## src/rtl/mixctl_pkg.sv

```systemverilog
package mixctl_pkg;

    typedef enum logic [1:0] {
        PH_IDLE  = 2'd0,
        PH_DOSE  = 2'd1,
        PH_MIX   = 2'd2,
        PH_DRAIN = 2'd3
    } phase_e;

    typedef enum logic [1:0] {
        LEG_OFF   = 2'd0,
        LEG_FILL  = 2'd1,
        LEG_EMPTY = 2'd2,
        LEG_DONE  = 2'd3
    } leg_e;

    typedef enum logic [1:0] {
        EX_RUN    = 2'd0,
        EX_FROZEN = 2'd1,
        EX_HALT   = 2'd2
    } exc_e;

    typedef struct packed {
        logic fill;
        logic empty;
        logic done;
    } leg_out_t;

    // Next state of one dosing region when it is not held.
    function automatic leg_e leg_next(leg_e s, logic enter, logic full_s, logic empty_s);
        leg_e n;
        n = s;
        case (s)
            LEG_OFF:   if (enter)   n = LEG_FILL;
            LEG_FILL:  if (full_s)  n = LEG_EMPTY;
            LEG_EMPTY: if (empty_s) n = LEG_DONE;
            default:   n = s;
        endcase
        return n;
    endfunction

    // Next exception mode; failure outranks every other command.
    function automatic exc_e exc_next(exc_e m, logic defect, logic resume,
                                      logic failure, logic active);
        exc_e n;
        n = m;
        case (m)
            EX_RUN: begin
                if (failure)               n = EX_HALT;
                else if (defect && active) n = EX_FROZEN;
            end
            EX_FROZEN: begin
                if (failure)     n = EX_HALT;
                else if (resume) n = EX_RUN;
            end
            default: n = EX_HALT;
        endcase
        return n;
    endfunction

endpackage

```

## src/rtl/mixctl_dose_leg.sv

```systemverilog
module mixctl_dose_leg
    import mixctl_pkg::*;
(
    input  logic     clk,
    input  logic     rst,
    input  logic     enter,
    input  logic     clear,
    input  logic     hold,
    input  logic     full_s,
    input  logic     empty_s,
    output leg_out_t leg_o
);

    leg_e st_q;
    leg_e st_d;

    // The held register doubles as the history of this region.
    always_comb begin
        st_d = st_q;
        if (!hold) begin
            if (clear) st_d = LEG_OFF;
            else       st_d = leg_next(st_q, enter, full_s, empty_s);
        end
    end

    always_ff @(posedge clk) begin
        if (rst) st_q <= LEG_OFF;
        else     st_q <= st_d;
    end

    assign leg_o.fill  = (st_q == LEG_FILL);
    assign leg_o.empty = (st_q == LEG_EMPTY);
    assign leg_o.done  = (st_q == LEG_DONE);


    fill_wait_chk: assert property (@(posedge clk) disable iff (rst)
        (st_q == LEG_FILL && !full_s) |=> (st_q != LEG_EMPTY));


    empty_wait_chk: assert property (@(posedge clk) disable iff (rst)
        (st_q == LEG_EMPTY && !empty_s) |=> (st_q != LEG_DONE));


    leg_hold_chk: assert property (@(posedge clk) disable iff (rst)
        hold |=> $stable(st_q));

endmodule

```

## src/rtl/mixctl_exc_unit.sv

```systemverilog
module mixctl_exc_unit
    import mixctl_pkg::*;
(
    input  logic clk,
    input  logic rst,
    input  logic defect,
    input  logic resume,
    input  logic failure,
    input  logic active,
    output exc_e mode
);

    exc_e md_q;

    always_ff @(posedge clk) begin
        if (rst) md_q <= EX_RUN;
        else     md_q <= exc_next(md_q, defect, resume, failure, active);
    end

    assign mode = md_q;


    fail_take_chk: assert property (@(posedge clk) disable iff (rst)
        failure |=> (md_q == EX_HALT));


    halt_sticky_chk: assert property (@(posedge clk) disable iff (rst)
        (md_q == EX_HALT) |=> (md_q == EX_HALT));


    idle_defect_chk: assert property (@(posedge clk) disable iff (rst)
        (md_q == EX_RUN && !failure && !active) |=> (md_q == EX_RUN));

endmodule

```

## src/rtl/mixctl_top.sv

```systemverilog
module mixctl_top
    import mixctl_pkg::*;
#(
    parameter int NUM_LEGS = 2
) (
    input  logic                    clk,
    input  logic                    rst,
    input  logic                    start,
    input  logic                    defect,
    input  logic                    resume,
    input  logic                    failure,
    input  logic [2*NUM_LEGS+1:0]   sens,
    output logic [2*NUM_LEGS+1:0]   act,
    output logic                    drain_open,
    output logic                    emerg
);

    localparam int NUM_IO    = 2*NUM_LEGS + 2;
    localparam int MIX_DONE  = 2*NUM_LEGS;
    localparam int VAT_EMPTY = 2*NUM_LEGS + 1;

    phase_e          phase_q;
    phase_e          phase_d;
    exc_e            mode;
    leg_out_t        legs [NUM_LEGS];
    logic [NUM_LEGS-1:0] done_v;
    logic            all_done;
    logic            active;
    logic            hold;
    logic            run;
    logic            halt;
    logic            leg_enter;
    logic            leg_clear;

    assign active   = (phase_q != PH_IDLE);
    assign hold     = (mode != EX_RUN) | failure | (defect & active);
    assign all_done = &done_v;
    assign run      = (mode == EX_RUN);
    assign halt     = (mode == EX_HALT);

    assign leg_enter = !hold && (phase_q == PH_IDLE) && start;
    assign leg_clear = !hold && (phase_q == PH_DOSE) && all_done;

    mixctl_exc_unit u_exc (
        .clk     (clk),
        .rst     (rst),
        .defect  (defect),
        .resume  (resume),
        .failure (failure),
        .active  (active),
        .mode    (mode)
    );

    for (genvar g = 0; g < NUM_LEGS; g++) begin : g_leg
        mixctl_dose_leg u_leg (
            .clk     (clk),
            .rst     (rst),
            .enter   (leg_enter),
            .clear   (leg_clear),
            .hold    (hold),
            .full_s  (sens[g]),
            .empty_s (sens[NUM_LEGS+g]),
            .leg_o   (legs[g])
        );
        assign done_v[g]          = legs[g].done;
        assign act[g]             = run & legs[g].fill;
        assign act[NUM_LEGS+g]    = run & legs[g].empty;
    end

    always_comb begin
        phase_d = phase_q;
        if (!hold) begin
            case (phase_q)
                PH_IDLE:  if (start)           phase_d = PH_DOSE;
                PH_DOSE:  if (all_done)        phase_d = PH_MIX;
                PH_MIX:   if (sens[MIX_DONE])  phase_d = PH_DRAIN;
                PH_DRAIN: if (sens[VAT_EMPTY]) phase_d = PH_IDLE;
                default:                       phase_d = PH_IDLE;
            endcase
        end
    end

    always_ff @(posedge clk) begin
        if (rst) phase_q <= PH_IDLE;
        else     phase_q <= phase_d;
    end

    assign act[MIX_DONE]  = run & (phase_q == PH_MIX);
    assign act[VAT_EMPTY] = run & (phase_q == PH_DRAIN);
    assign drain_open     = (run & (phase_q == PH_DRAIN)) | halt;
    assign emerg          = halt;


    dose_exit_chk: assert property (@(posedge clk) disable iff (rst)
        (phase_q == PH_DOSE && !all_done) |=> (phase_q != PH_MIX));


    late_start_chk: assert property (@(posedge clk) disable iff (rst)
        (start && (phase_q == PH_MIX || phase_q == PH_DRAIN)) |=> (phase_q != PH_DOSE));


    frozen_quiet_chk: assert property (@(posedge clk) disable iff (rst)
        (mode == EX_FROZEN) |-> (act == '0 && !drain_open));


    frozen_hist_chk: assert property (@(posedge clk) disable iff (rst)
        (mode == EX_FROZEN && !resume && !failure) |=> $stable(phase_q));


    halt_out_chk: assert property (@(posedge clk) disable iff (rst)
        (mode == EX_HALT) |-> (act == '0 && drain_open && emerg));


    enter_pair_chk: assert property (@(posedge clk) disable iff (rst)
        (phase_q == PH_IDLE && $countones(act) != 0) |-> 1'b0);

    initial begin
        io_width_chk: assert (NUM_IO == $bits(act));
    end

endmodule

```

## config.mk

```make
export PLATFORM = sky130hd
export DESIGN_NAME = mixctl_top
export DESIGN_NICKNAME = d
export VERILOG_FILES = /design/src/rtl/mixctl_pkg.sv /design/src/rtl/mixctl_dose_leg.sv /design/src/rtl/mixctl_exc_unit.sv /design/src/rtl/mixctl_top.sv
export SDC_FILE = /design/constraint.sdc
export NUM_CORES = 1
export LEC_CHECK = 0
export BUFFER_PORTS_ARGS = -buffer_cell sky130_fd_sc_hd__buf_2
export CAP_MARGIN = 40
export CORE_UTILIZATION = 45
export DETAILED_ROUTE_END_ITERATION = 10
export PLACE_DENSITY_LB_ADDON = 0.25
export SYNTH_ARGS = -nofsm -noshare
export SYNTH_HDL_FRONTEND = slang
export SYNTH_HIERARCHICAL = 1
export SYNTH_SLANG_ARGS = --single-unit
```

## constraint.sdc

```tcl
create_clock -name clk -period 2.8 [get_ports clk]
set_input_delay 0.28 -clock clk [delete_from_list [all_inputs] [get_ports clk]]
set_output_delay 0.28 -clock clk [all_outputs]
set_load 0.02 [all_outputs]
```

* Word-level counts from Yosys, hierarchy flattened
Cells that the tools add are included.
Widths: inputs -> output; s select.
** Word-level totals
- Flip-flop bits (word level) :: 8
- Input bits :: 12
- Output and inout bits :: 8
- Word-level logic and storage cells :: 76
** Cells by class
- Equal/unequal tests :: 23
- Muxes and demuxes :: 19
- Bitwise gates (word level) :: 11
- Reductions and logical operators :: 19
** Operators with widths (number)
- $mux 2 :: 15
- $ne 3x2->1 const B :: 5
- $reduce_and 5->1 :: 3
- $eq 2x2->1 const B :: 7
- $pmux 2 s3 :: 2
- $eq 2x1->1 const B :: 4
- $logic_not 2->1 :: 4
- $ne 2x2->1 const B :: 4
- $pmux 2 s4 :: 1
- $reduce_bool 4->1 :: 2
- $and 1x1->1 :: 7
- $ne 3x3->1 const B :: 2
- $logic_and 1x1->1 :: 5
- $pmux 2 s2 :: 1
- $reduce_and 2->1 :: 2
- $reduce_bool 2->1 :: 2
- $ne 3x1->1 const B :: 1
- $or 1x1->1 :: 3
- $logic_not 1->1 :: 1
- $not 1->1 :: 1

* Longest topological paths before layout
Gate-level depths: netlist (run 1).
- Depth in word-level cells :: 9
- Depth in mapped cells :: 9
- Mapped depth without buffers :: 9

* Cells and area by module
Netlist (run 1), hierarchy kept.
** Modules (own cells, without submodules)
- mixctl_dose_leg :: instances 2, cells each 25, area an instance 210.2 um^2, sequential area each 40.0 um^2
- mixctl_top :: instances 1, cells each 38, area an instance 297.8 um^2, sequential area each 40.0 um^2
- mixctl_exc_unit :: instances 1, cells each 7, area an instance 88.8 um^2, sequential area each 40.0 um^2

* Worst setup path after synthesis (run 1)
No wires, ideal clock.
- Path type :: register -> register
- From :: register u_exc.md_q[0], in the netlist u_exc/mode[0]
- To :: register g_leg[0].u_leg.st_q[1]
- Setup time :: 123 ps
- Arrival :: 1833 ps
- Data required time :: 2677 ps
- Slack :: 844 ps
- Stages on the path, launching flop included :: 8
- Buffers on the path :: 0
- Clock period less this slack :: 1956 ps
- Path through :: dfxtp_1 -> or3_4 -> a21o_1 -> nor2_1 -> nor2_2 -> a21o_1 -> a22oi_1 -> a21oi_1
** Between the ends
- Longest elaborated chain between the ends :: 8
- Elaborated cells on any way between the ends :: 15
- Those cells by class :: eq/ne (3); mux (1); bitwise (3); reduce/logical (8)
** RTL lines
- start, declared :: RTL line mixctl_exc_unit.sv:13 : exc_e md_q;
- start signal, assigned :: RTL line mixctl_exc_unit.sv:17 : else md_q <= exc_next(md_q, defect, resume, failure, active);
- $reduce_bool 2->1 (*) :: RTL line mixctl_top.sv:36 : assign hold = (mode != EX_RUN) | failure | (defect & active);
- $or 1x1->1 (*) (2 in series) :: RTL line mixctl_top.sv:36
- net hold :: RTL line mixctl_top.sv:29 : logic hold;
- $logic_not 1->1 (*)
- $logic_and 1x1->1 (*) (2 in series) :: RTL line mixctl_top.sv:42 : assign leg_clear = !hold && (phase_q == PH_DOSE) && all_done;
- net leg_clear :: RTL line mixctl_top.sv:33 : logic leg_clear;
- $ne 3x1->1 (no line) (tied with other cells)
- $reduce_and 5->1 (no line)
- end signal, assigned :: RTL line mixctl_dose_leg.sv:28 : else st_q <= st_d;
- end, declared :: RTL line mixctl_dose_leg.sv:14 : leg_e st_q;
Mark *: on every way through the listed nets, which the timed path passes. The rest lies on a longest branch.
A chain may end at the register's enable or synchronous reset.

* Final worst setup path (run 1)
Same ends and word-level chain as after synthesis.

==> results.json, run 1 <==
{
  "drc": 0,
  "wl_per_cell_um": 11.5,
  "rsz0062_at_grt": "no",
  "synthFlopType": "dfxtp_1",
  "max_freq_mhz": 457,
  "vias": 712,
  "grt_pass1_vias": 678,
  "port_buffers": 19,
  "netlist_area_um2": 807,
  "antenna_found_initial": 0,
  "hold_end": "u_exc/mode[0]$_SDFFE_PP0P_",
  "clock_skew_ps": 0.345,
  "numCtsBuffers": 3,
  "wl_um": 1620,
  "powerDensity_nw_per_um2": 488,
  "syn_inst": 95,
  "cts_tree": "done",
  "postCtsHoldBufs": 0,
  "irDropWorstVdd_mv": 0.276,
  "maxSlewViolCount": 0,
  "register_area_um2": 160,
  "ff2ff_setup_slack_ps": 610,
  "grt_overflow": 0,
  "leakage_nw": 0.452,
  "rows": 14,
  "path_max_fanout": 8,
  "multiInputGateArea_um2": 598,
  "io_pins": 20,
  "drt_first_pass_iters": 5,
  "fin_tns_setup_ps": 0,
  "core-area_um2": 1590,
  "synth.avg_cell_area_um2": 8.49,
  "crit_path_start_kind": "flip-flop",
  "hp-start": "failure",
  "postCtsSetupBuffers": 0,
  "min_period_ps": 2190,
  "maxSlewHeadroom_pct": 66.3,
  "clkLatencyLatePin_ps": 240,
  "r2r_end": "g_leg[0].u_leg/st_q[1]$_SDFFE_PP0P_",
  "hold_class": "input port to flip-flop",
  "cap_viol_max_count": 0,
  "r2r_start": "u_exc/mode[0]$_SDFFE_PP0P_",
  "start_util_pct": 50.6,
  "worstPathArrival_ps": 2310,
  "grt_pass1_wl_um": 2840,
  "holdPathStages": 2,
  "setup_viol": 0,
  "grtUsageTotal_pct": 19.4,
  "path_class": "flip-flop to flip-flop",
  "clk_root_buffer_cell": "clkbuf_4",
  "hpwlAfterDp_um": 1380,
  "required_ps": 2930,
  "synth-edff-count": 0,
  "drtIter0Drc": 8,
  "layout.nets": 144,
  "outcome": "completed",
  "yosysSeqAreaShare_pct": 19.8,
  "gp_routability_congestion": 0.757,
  "syn_nets": 120,
  "antenna_cells": 0,
  "avgViaCountPerCell": 5.05,
  "worst_slew_pin_slew_ps": 504,
  "synth_warnings": 6,
  "numClockSinks": 8,
  "fp.dieH_um": 44.4,
  "path_clk_slew_ps": 50,
  "ys_ff_latch": 8,
  "cts_resized": 0,
  "hold_ws_ps": 255,
  "die_w_um": 44.4,
  "ant_nets": 0,
  "syn_to_final_growth_pct": 18.3,
  "final_util_pct": 59.9,
  "layout-drive-gt1-share_pct": 29.1,
  "hold_viol_final": 0,
  "h-tree-depth": 1,
  "cts_buffer_depth": 2,
  "timing.final.crit_share_pct": 78.1,
  "crit_path_end_kind": "flip-flop",
  "fp.dieArea_um2": 1970,
  "fillCellCount": 149,
  "synth.distinct_cells": 27,
  "synth-async-reset-ratio_pct": 0,
  "grt_max_degree": 11,
  "reg2reg_depth": 7
}
==> cell usage in the layout (no fill, tap or decap), drive strengths merged <==
cell type | Yosys | layout
nor2 | 15 | 15
o22ai | 1 | 1
a21oi | 6 | 6
ha | 13 | 13
nand3 | 3 | 3
nand4b | 2 | 2
nand2 | 1 | 1
mux2i | 2 | 2
a22oi | 4 | 4
a21o | 3 | 3
o21bai | 1 | 1
nor2b | 1 | 1
a21boi | 1 | 1
o21ai | 1 | 1
clkbuf | 0 | 3
inv | 13 | 13
nor3 | 2 | 2
nand3b | 1 | 1
and2 | 4 | 4
or3 | 1 | 1
a2111oi | 1 | 1
dfxtp | 8 | 8
nor4b | 1 | 1
nand2b | 6 | 6
o221a | 2 | 2
buf | 0 | 19
o221ai | 2 | 2
==> through the flow <==
| step | total power (W) | instances | setup WS [ps] | area, um2 |
|---|---|---|---|---|
| after floorplan | 0.000330 | 95 | 844 | 807 |
| after global placement | 0.000381 | 138 | 755 | 932 |
| after detailed placement | 0.000385 | 138 | 616 | 932 |
| after CTS | 0.000471 | 141 | 613 | 955 |
| after global routing | 0.000509 | 141 | 448 | 955 |
| final | 0.000466 | 141 | 614 | 955 |
==> how the worst max path moves through the flow <==
stage | start | end | slack [ps] | cells after the start
3_5_place_dp | u_exc/mode[0]$_SDFFE_PP0P_ | g_leg[0].u_leg/st_q[1]$_SDFFE_PP0P_ | 620 | 7
3_3_place_gp | u_exc/mode[0]$_SDFFE_PP0P_ | g_leg[1].u_leg/st_q[1]$_SDFFE_PP0P_ | 750 | 7
2_1_floorplan | u_exc/mode[0]$_SDFFE_PP0P_ | g_leg[0].u_leg/st_q[1]$_SDFFE_PP0P_ | 840 | 7
4_1_cts | u_exc/mode[0]$_SDFFE_PP0P_ | g_leg[0].u_leg/st_q[1]$_SDFFE_PP0P_ | 610 | 7
6_report | u_exc/mode[0]$_SDFFE_PP0P_ | g_leg[0].u_leg/st_q[1]$_SDFFE_PP0P_ | 610 | 7
5_1_grt | u_exc/mode[0]$_SDFFE_PP0P_ | g_leg[1].u_leg/st_q[1]$_SDFFE_PP0P_ | 450 | 7
==> layer usage <==
metal	up-vias	global-route usage, %	share of wire [%]
met4	0	7.88	0.50
met3	2	2.04	2.8
met2	12	31.8	48
met5	-	0	0
met1	322	26.1	48
li1	376	-	-
==> final cells by class <==
| cell class | instances | area share [%] |
|---|---|---|
| Clock buffer | 3 | 2.36 |
| Sequential cell | 8 | 16.8 |
| Tap cell | 24 | 3.15 |
| Inverter | 13 | 5.11 |
| Multi-Input combinational cell | 74 | 62.6 |
| Timing Repair Buffer | 19 | 9.96 |
==> power breakdown <==
group / switching, W / internal, W / total, W
registers: 0.0000183 / 0.000130 / 0.000148
clock network: 0.0000336 / 0.0000487 / 0.0000822
logic: 0.000134 / 0.000102 / 0.000236
==> sequential cells by signal, summed over array words and instances (netlist names) <==
name,cells
g_leg.u_leg/st_q,4
phase_q,2
u_exc/mode,2
==> synth_stat cells, types with 2 or more instances <==
cell	count	area share (%)
nand3_1	3	1.9
o221a_2	2	2.8
and2_1	4	3.1
o221ai_2	2	3.7
inv_1	13	6.0
nor2_2	2	1.6
a21oi_1	4	2.5
a21oi_2	2	2.2
nand2b_1	6	4.7
nand4b_1	2	2.2
dfxtp_1	8	20
ha_1	13	20
a22oi_1	4	3.7
mux2i_1	2	2.5
a21o_1	3	2.8
nor2_1	13	6.0
nor3_1	2	1.2
==> kinds of logic (layout without fill, tap and decap cells) <==
logic type      Yosys count  in the layout  synth area share [%]
simple gates             37             37                  28.7
compound gates           22             22                  22.8
fa+ha+maj                13             13                  20.2
buf+inv                  13             35                  6.05
flops                     8              8                  19.8
mux                       2              2                  2.48
==> critical path, cell delays in order, from the launching register on <==
cell     delay [ps]
dfxtp_1         370
or3_4           440
a21o_1          240
nor2_1          430
nor2_2          120
a21o_1          200
a22oi_1         170
a21oi_1          90
(Power assumes the default switching activity.)
==> run 2, diff against run 1 <==
- clock period: 2.8 -> 1.87 ns (I/O delays scaled with it)
==> results.json, run 2 (synthesized netlist as in run 1, its figures left out) <==
{
  "rows": 14,
  "ant_nets": 0,
  "final_common_cell": "buf_2",
  "h-tree-depth": 1,
  "drc": 0,
  "maxSlewViolCount": 0,
  "cts_buffer_depth": 2,
  "register_area_um2": 160,
  "met2_usage_pct": 35.6,
  "port_buffers": 19,
  "layout_common_cells": "19 x buf_2, 13 x inv_1, 13 x ha_1",
  "layout-drive-gt1-share_pct": 32.8,
  "antenna_cells": 0,
  "syn_to_final_growth_pct": 23.9,
  "reg2reg_depth": 7,
  "multiInputGateArea_um2": 606,
  "io_pins": 20,
  "fin_ws_ps": 145,
  "setup_viol": 0,
  "core-area_um2": 1590,
  "grt_max_degree": 11,
  "ff2ff_setup_slack_ps": 140,
  "required_ps": 2010,
  "cts_tree": "done",
  "fin_tns_setup_ps": 0,
  "clock_skew_ps": 8.70,
  "drt_first_pass_iters": 4,
  "min_period_ps": 1730,
  "holdPathStages": 2,
  "grt_overflow": 0,
  "vias": 725,
  "maxSlewHeadroom_pct": 75.1,
  "path_clk_slew_ps": 60,
  "grtUsageTotal_pct": 20.8,
  "fillCellCount": 144,
  "clk_root_buffer_cell": "clkbuf_4",
  "layout.nets": 149,
  "drtIter0Drc": 20,
  "worstPathArrival_ps": 1870,
  "crit_path_start_kind": "flip-flop",
  "hold_end": "u_exc/mode[0]$_SDFFE_PP0P_",
  "grt_pass1_vias": 729,
  "powerDensity_nw_per_um2": 722,
  "leakage_nw": 0.478,
  "path_max_fanout": 5,
  "place_ws_ps": 75.4,
  "use_met1_pct": 26.2,
  "avgViaCountPerCell": 4.97,
  "cap_viol_max_count": 0,
  "outcome": "completed",
  "hold_class": "input port to flip-flop",
  "wl_per_cell_um": 11.5,
  "hp-start": "failure",
  "crit_path_end_kind": "flip-flop",
  "r2r_start": "u_exc/mode[0]$_SDFFE_PP0P_",
  "start_util_pct": 50.6,
  "grt_pass1_wl_um": 2990,
  "clkLatencyLatePin_ps": 260,
  "fp.dieH_um": 44.4,
  "antenna_found_initial": 0,
  "numCtsBuffers": 3,
  "grt.met3_usage_pct": 3.67,
  "hpwlAfterDp_um": 1460,
  "regMostFlops": "g_leg.u_leg/st_q",
  "wl_um": 1670,
  "hold_viol_final": 0,
  "max_freq_mhz": 580,
  "r2r_end": "g_leg[1].u_leg/st_q[1]$_SDFFE_PP0P_",
  "rsz0062_at_grt": "no",
  "path_class": "flip-flop to flip-flop",
  "largest_reg_flops": 4,
  "worst_slew_pin_slew_ps": 372,
  "top_usage_layer": "met2",
  "postCtsHoldBufs": 0,
  "numClockSinks": 8,
  "timing.final.crit_share_pct": 92.3,
  "irDropWorstVdd_mv": 0.402,
  "gp_routability_congestion": 0.810,
  "die_w_um": 44.4,
  "fp.dieArea_um2": 1970
}
## run 2: cell types whose count changed in the layout (fill, tap and decap cells not counted)
cell,before,now
buf_4,0,5
nor2_1,13,12
nor2_4,0,1
## run 2: cell type report
type                    instances  share of cell area, %
inverters                      13                   4.88
clock buffers                   3                   2.25
repair buffers                 24                   13.3
well taps                      24                   3.00
multi-input cells              74                   60.6
flip-flops and latches          8                   16.0
## run 2: repair_timing
action	in CTS	in global routing
setup buffers	0	0
gates resized for setup	0	1
endpoints found under the setup margin	0	4
## run 2: worst max-delay path, stage by stage (launching register included)
cell	delay (ps)
dfxtp_1	320
or3_4	410
a21o_1	200
nor2_4	170
nor2_2	80
a21o_1	170
a22oi_1	170
a21oi_1	90
## run 2: how the worst max path moves through the flow
| stage | startpoint | to | slack (ps) | depth (start not counted) |
|---|---|---|---|---|
| floorplan | u_exc/mode[0]$_SDFFE_PP0P_ | g_leg[0].u_leg/st_q[1]$_SDFFE_PP0P_ | 20 | 7 |
| global placement | u_exc/mode[0]$_SDFFE_PP0P_ | g_leg[1].u_leg/st_q[1]$_SDFFE_PP0P_ | 120 | 7 |
| detailed placement | u_exc/mode[0]$_SDFFE_PP0P_ | g_leg[1].u_leg/st_q[1]$_SDFFE_PP0P_ | 80 | 7 |
| CTS | u_exc/mode[0]$_SDFFE_PP0P_ | g_leg[1].u_leg/st_q[1]$_SDFFE_PP0P_ | 60 | 7 |
| global route | phase_q[1]$_SDFFE_PP0P_ | g_leg[0].u_leg/st_q[1]$_SDFFE_PP0P_ | 6 | 9 |
| finish | u_exc/mode[0]$_SDFFE_PP0P_ | g_leg[1].u_leg/st_q[1]$_SDFFE_PP0P_ | 140 | 7 |
## run 2: per-stage QoR
step	instances	hold WS, ps	instance area, um2	total power, W	util (%)
2_1_floorplan	95	256	810	0.000495	-
3_3_place_gp	143	400	972	0.000579	61.0
3_5_place_dp	143	411	972	0.000588	61.0
4_1_cts	146	142	995	0.000730	62.4
5_1_grt	146	161	1000	0.000784	62.7
6_report	146	151	1000	0.000722	62.7
## run 2: metal layers
metal  vias up  routed length, um
met1       325                781
met3         2                 48
met5         -                  0
met2        14                826
li1        384                  -
met4         0                 15
## run 2: report_power, final
part           internal [W]  switching [W]
Sequential         0.000194      0.0000239
Combinational      0.000160       0.000205
Clock             0.0000738      0.0000651
Total              0.000427       0.000294
==> run 3, diff against run 2 <==
- RECOVER_POWER: unset -> 50
==> results.json, run 3 (synthesized netlist as in run 1, its figures left out) <==
{
  "syn_to_final_growth_pct": 22.0,
  "port_buffers": 19,
  "largest_reg_flops": 4,
  "maxSlewHeadroom_pct": 61.4,
  "crit_path_top_delay_cell": "or3_4",
  "regMostFlops": "g_leg.u_leg/st_q",
  "clock_skew_ps": 9.18,
  "die_w_um": 44.4,
  "outcome": "completed",
  "cts_tree": "done",
  "numCtsBuffers": 3,
  "vias": 725,
  "layout.nets": 149,
  "gp_routability_congestion": 0.810,
  "final_util_pct": 61.8,
  "required_ps": 2010,
  "cts_resized": 0,
  "fillCellCount": 146,
  "clk_root_buffer_cell": "clkbuf_4",
  "hold_class": "input port to flip-flop",
  "drc": 0,
  "final_common_cell": "buf_2",
  "grt_max_degree": 11,
  "hpwlAfterDp_um": 1460,
  "start_util_pct": 50.6,
  "multiInputGateArea_um2": 599,
  "path_class": "flip-flop to flip-flop",
  "rows": 14,
  "grtUsageTotal_pct": 20.8,
  "drt_first_pass_iters": 4,
  "antenna_found_initial": 0,
  "numClockSinks": 8,
  "max_freq_mhz": 579,
  "layout-drive-gt1-share_pct": 27.9,
  "setup_viol": 0,
  "path_max_fanout": 5,
  "layout_common_cells": "15 x buf_2, 13 x inv_1, 13 x ha_1",
  "ant_nets": 0,
  "fp.dieArea_um2": 1970,
  "leakage_nw": 0.458,
  "path_clk_slew_ps": 60,
  "powerDensity_nw_per_um2": 729,
  "maxSlewViolCount": 0,
  "min_period_ps": 1730,
  "worstPathArrival_ps": 1870,
  "cts_buffer_depth": 2,
  "hold_ws_ps": 169,
  "cap_viol_max_count": 0,
  "fp.dieH_um": 44.4,
  "worst_slew_pin_slew_ps": 565,
  "avgViaCountPerCell": 4.97,
  "postCtsHoldBufs": 0,
  "h-tree-depth": 1,
  "wl_per_cell_um": 11.6,
  "place_ws_ps": 75.4,
  "path_cells": "or3_4 > a21o_1 > nor2_4 > nor2_2 > a21o_1 > a22oi_1 > a21oi_1",
  "crit_path_start_kind": "flip-flop",
  "fin_tns_setup_ps": 0,
  "irDropWorstVdd_mv": 0.403,
  "cp_common_cell": "a21o_1",
  "grt_overflow": 0,
  "hold_viol_final": 0,
  "postCtsSetupBuffers": 0,
  "antenna_cells": 0,
  "grt_pass1_wl_um": 2990,
  "register_area_um2": 160,
  "wl_um": 1690,
  "rsz0062_at_grt": "no",
  "timing.final.crit_share_pct": 92.3,
  "core-area_um2": 1590,
  "grt_pass1_vias": 729,
  "clkLatencyLatePin_ps": 260,
  "io_pins": 20,
  "drtIter0Drc": 17,
  "crit_path_end_kind": "flip-flop",
  "p_total_w": 0.000718,
  "critPathMaxStageDelay_ps": 410,
  "fin_ws_ps": 144
}
[run 3: area by class of cell]
cell class | count | share of cell area, %
clock buffers | 3 | 2.29
inverters | 13 | 4.96
multi-input cells | 74 | 60.9
flip-flops and latches | 8 | 16.3
well taps | 24 | 3.05
repair buffers | 24 | 12.6
[run 3: metrics by stage]
stage	cells	cell area, um2
detailed placement	143	972
global placement	143	972
finish	146	985
floorplan	95	810
global route	146	985
CTS	146	995
[run 3: final timing paths]
check	from	end	slack [ps]	cells after the start
setup reg to reg	u_exc/mode[0]$_SDFFE_PP0P_	g_leg[1].u_leg/st_q[1]$_SDFFE_PP0P_	140	7
setup / recovery	u_exc/mode[0]$_SDFFE_PP0P_	g_leg[1].u_leg/st_q[1]$_SDFFE_PP0P_	140	7
hold / removal	failure	u_exc/mode[1]$_SDFFE_PP0P_	170	3
hold reg to reg	phase_q[1]$_SDFFE_PP0P_	phase_q[1]$_SDFFE_PP0P_	510	2
[run 3: worst max-delay path, delay by kind of cell, from the launching register on]
| family | cells | cell delay (ps) |
|---|---|---|
| flops | 1 | 320 |
| compound gates | 4 | 640 |
| simple gates | 3 | 660 |
[run 3: metal layers]
layer / part of all wire (%) / routed length, um / GRT usage, % / vias to the layer above
met1: 47 / 801 / 26.2 / 330
met3: 2.1 / 36 / 3.67 / 2
li1: - / - / - / 384
met4: 0.89 / 15 / 7.27 / 0
met2: 49 / 835 / 35.6 / 9
met5: 0 / 0 / 0 / -
[run 3: report_power, final]
part           switching (W)  total [W]  internal (W)
combinational       0.000205   0.000361      0.000157
clock              0.0000653   0.000139     0.0000738
sequential         0.0000239   0.000217      0.000194
total               0.000294   0.000718      0.000424
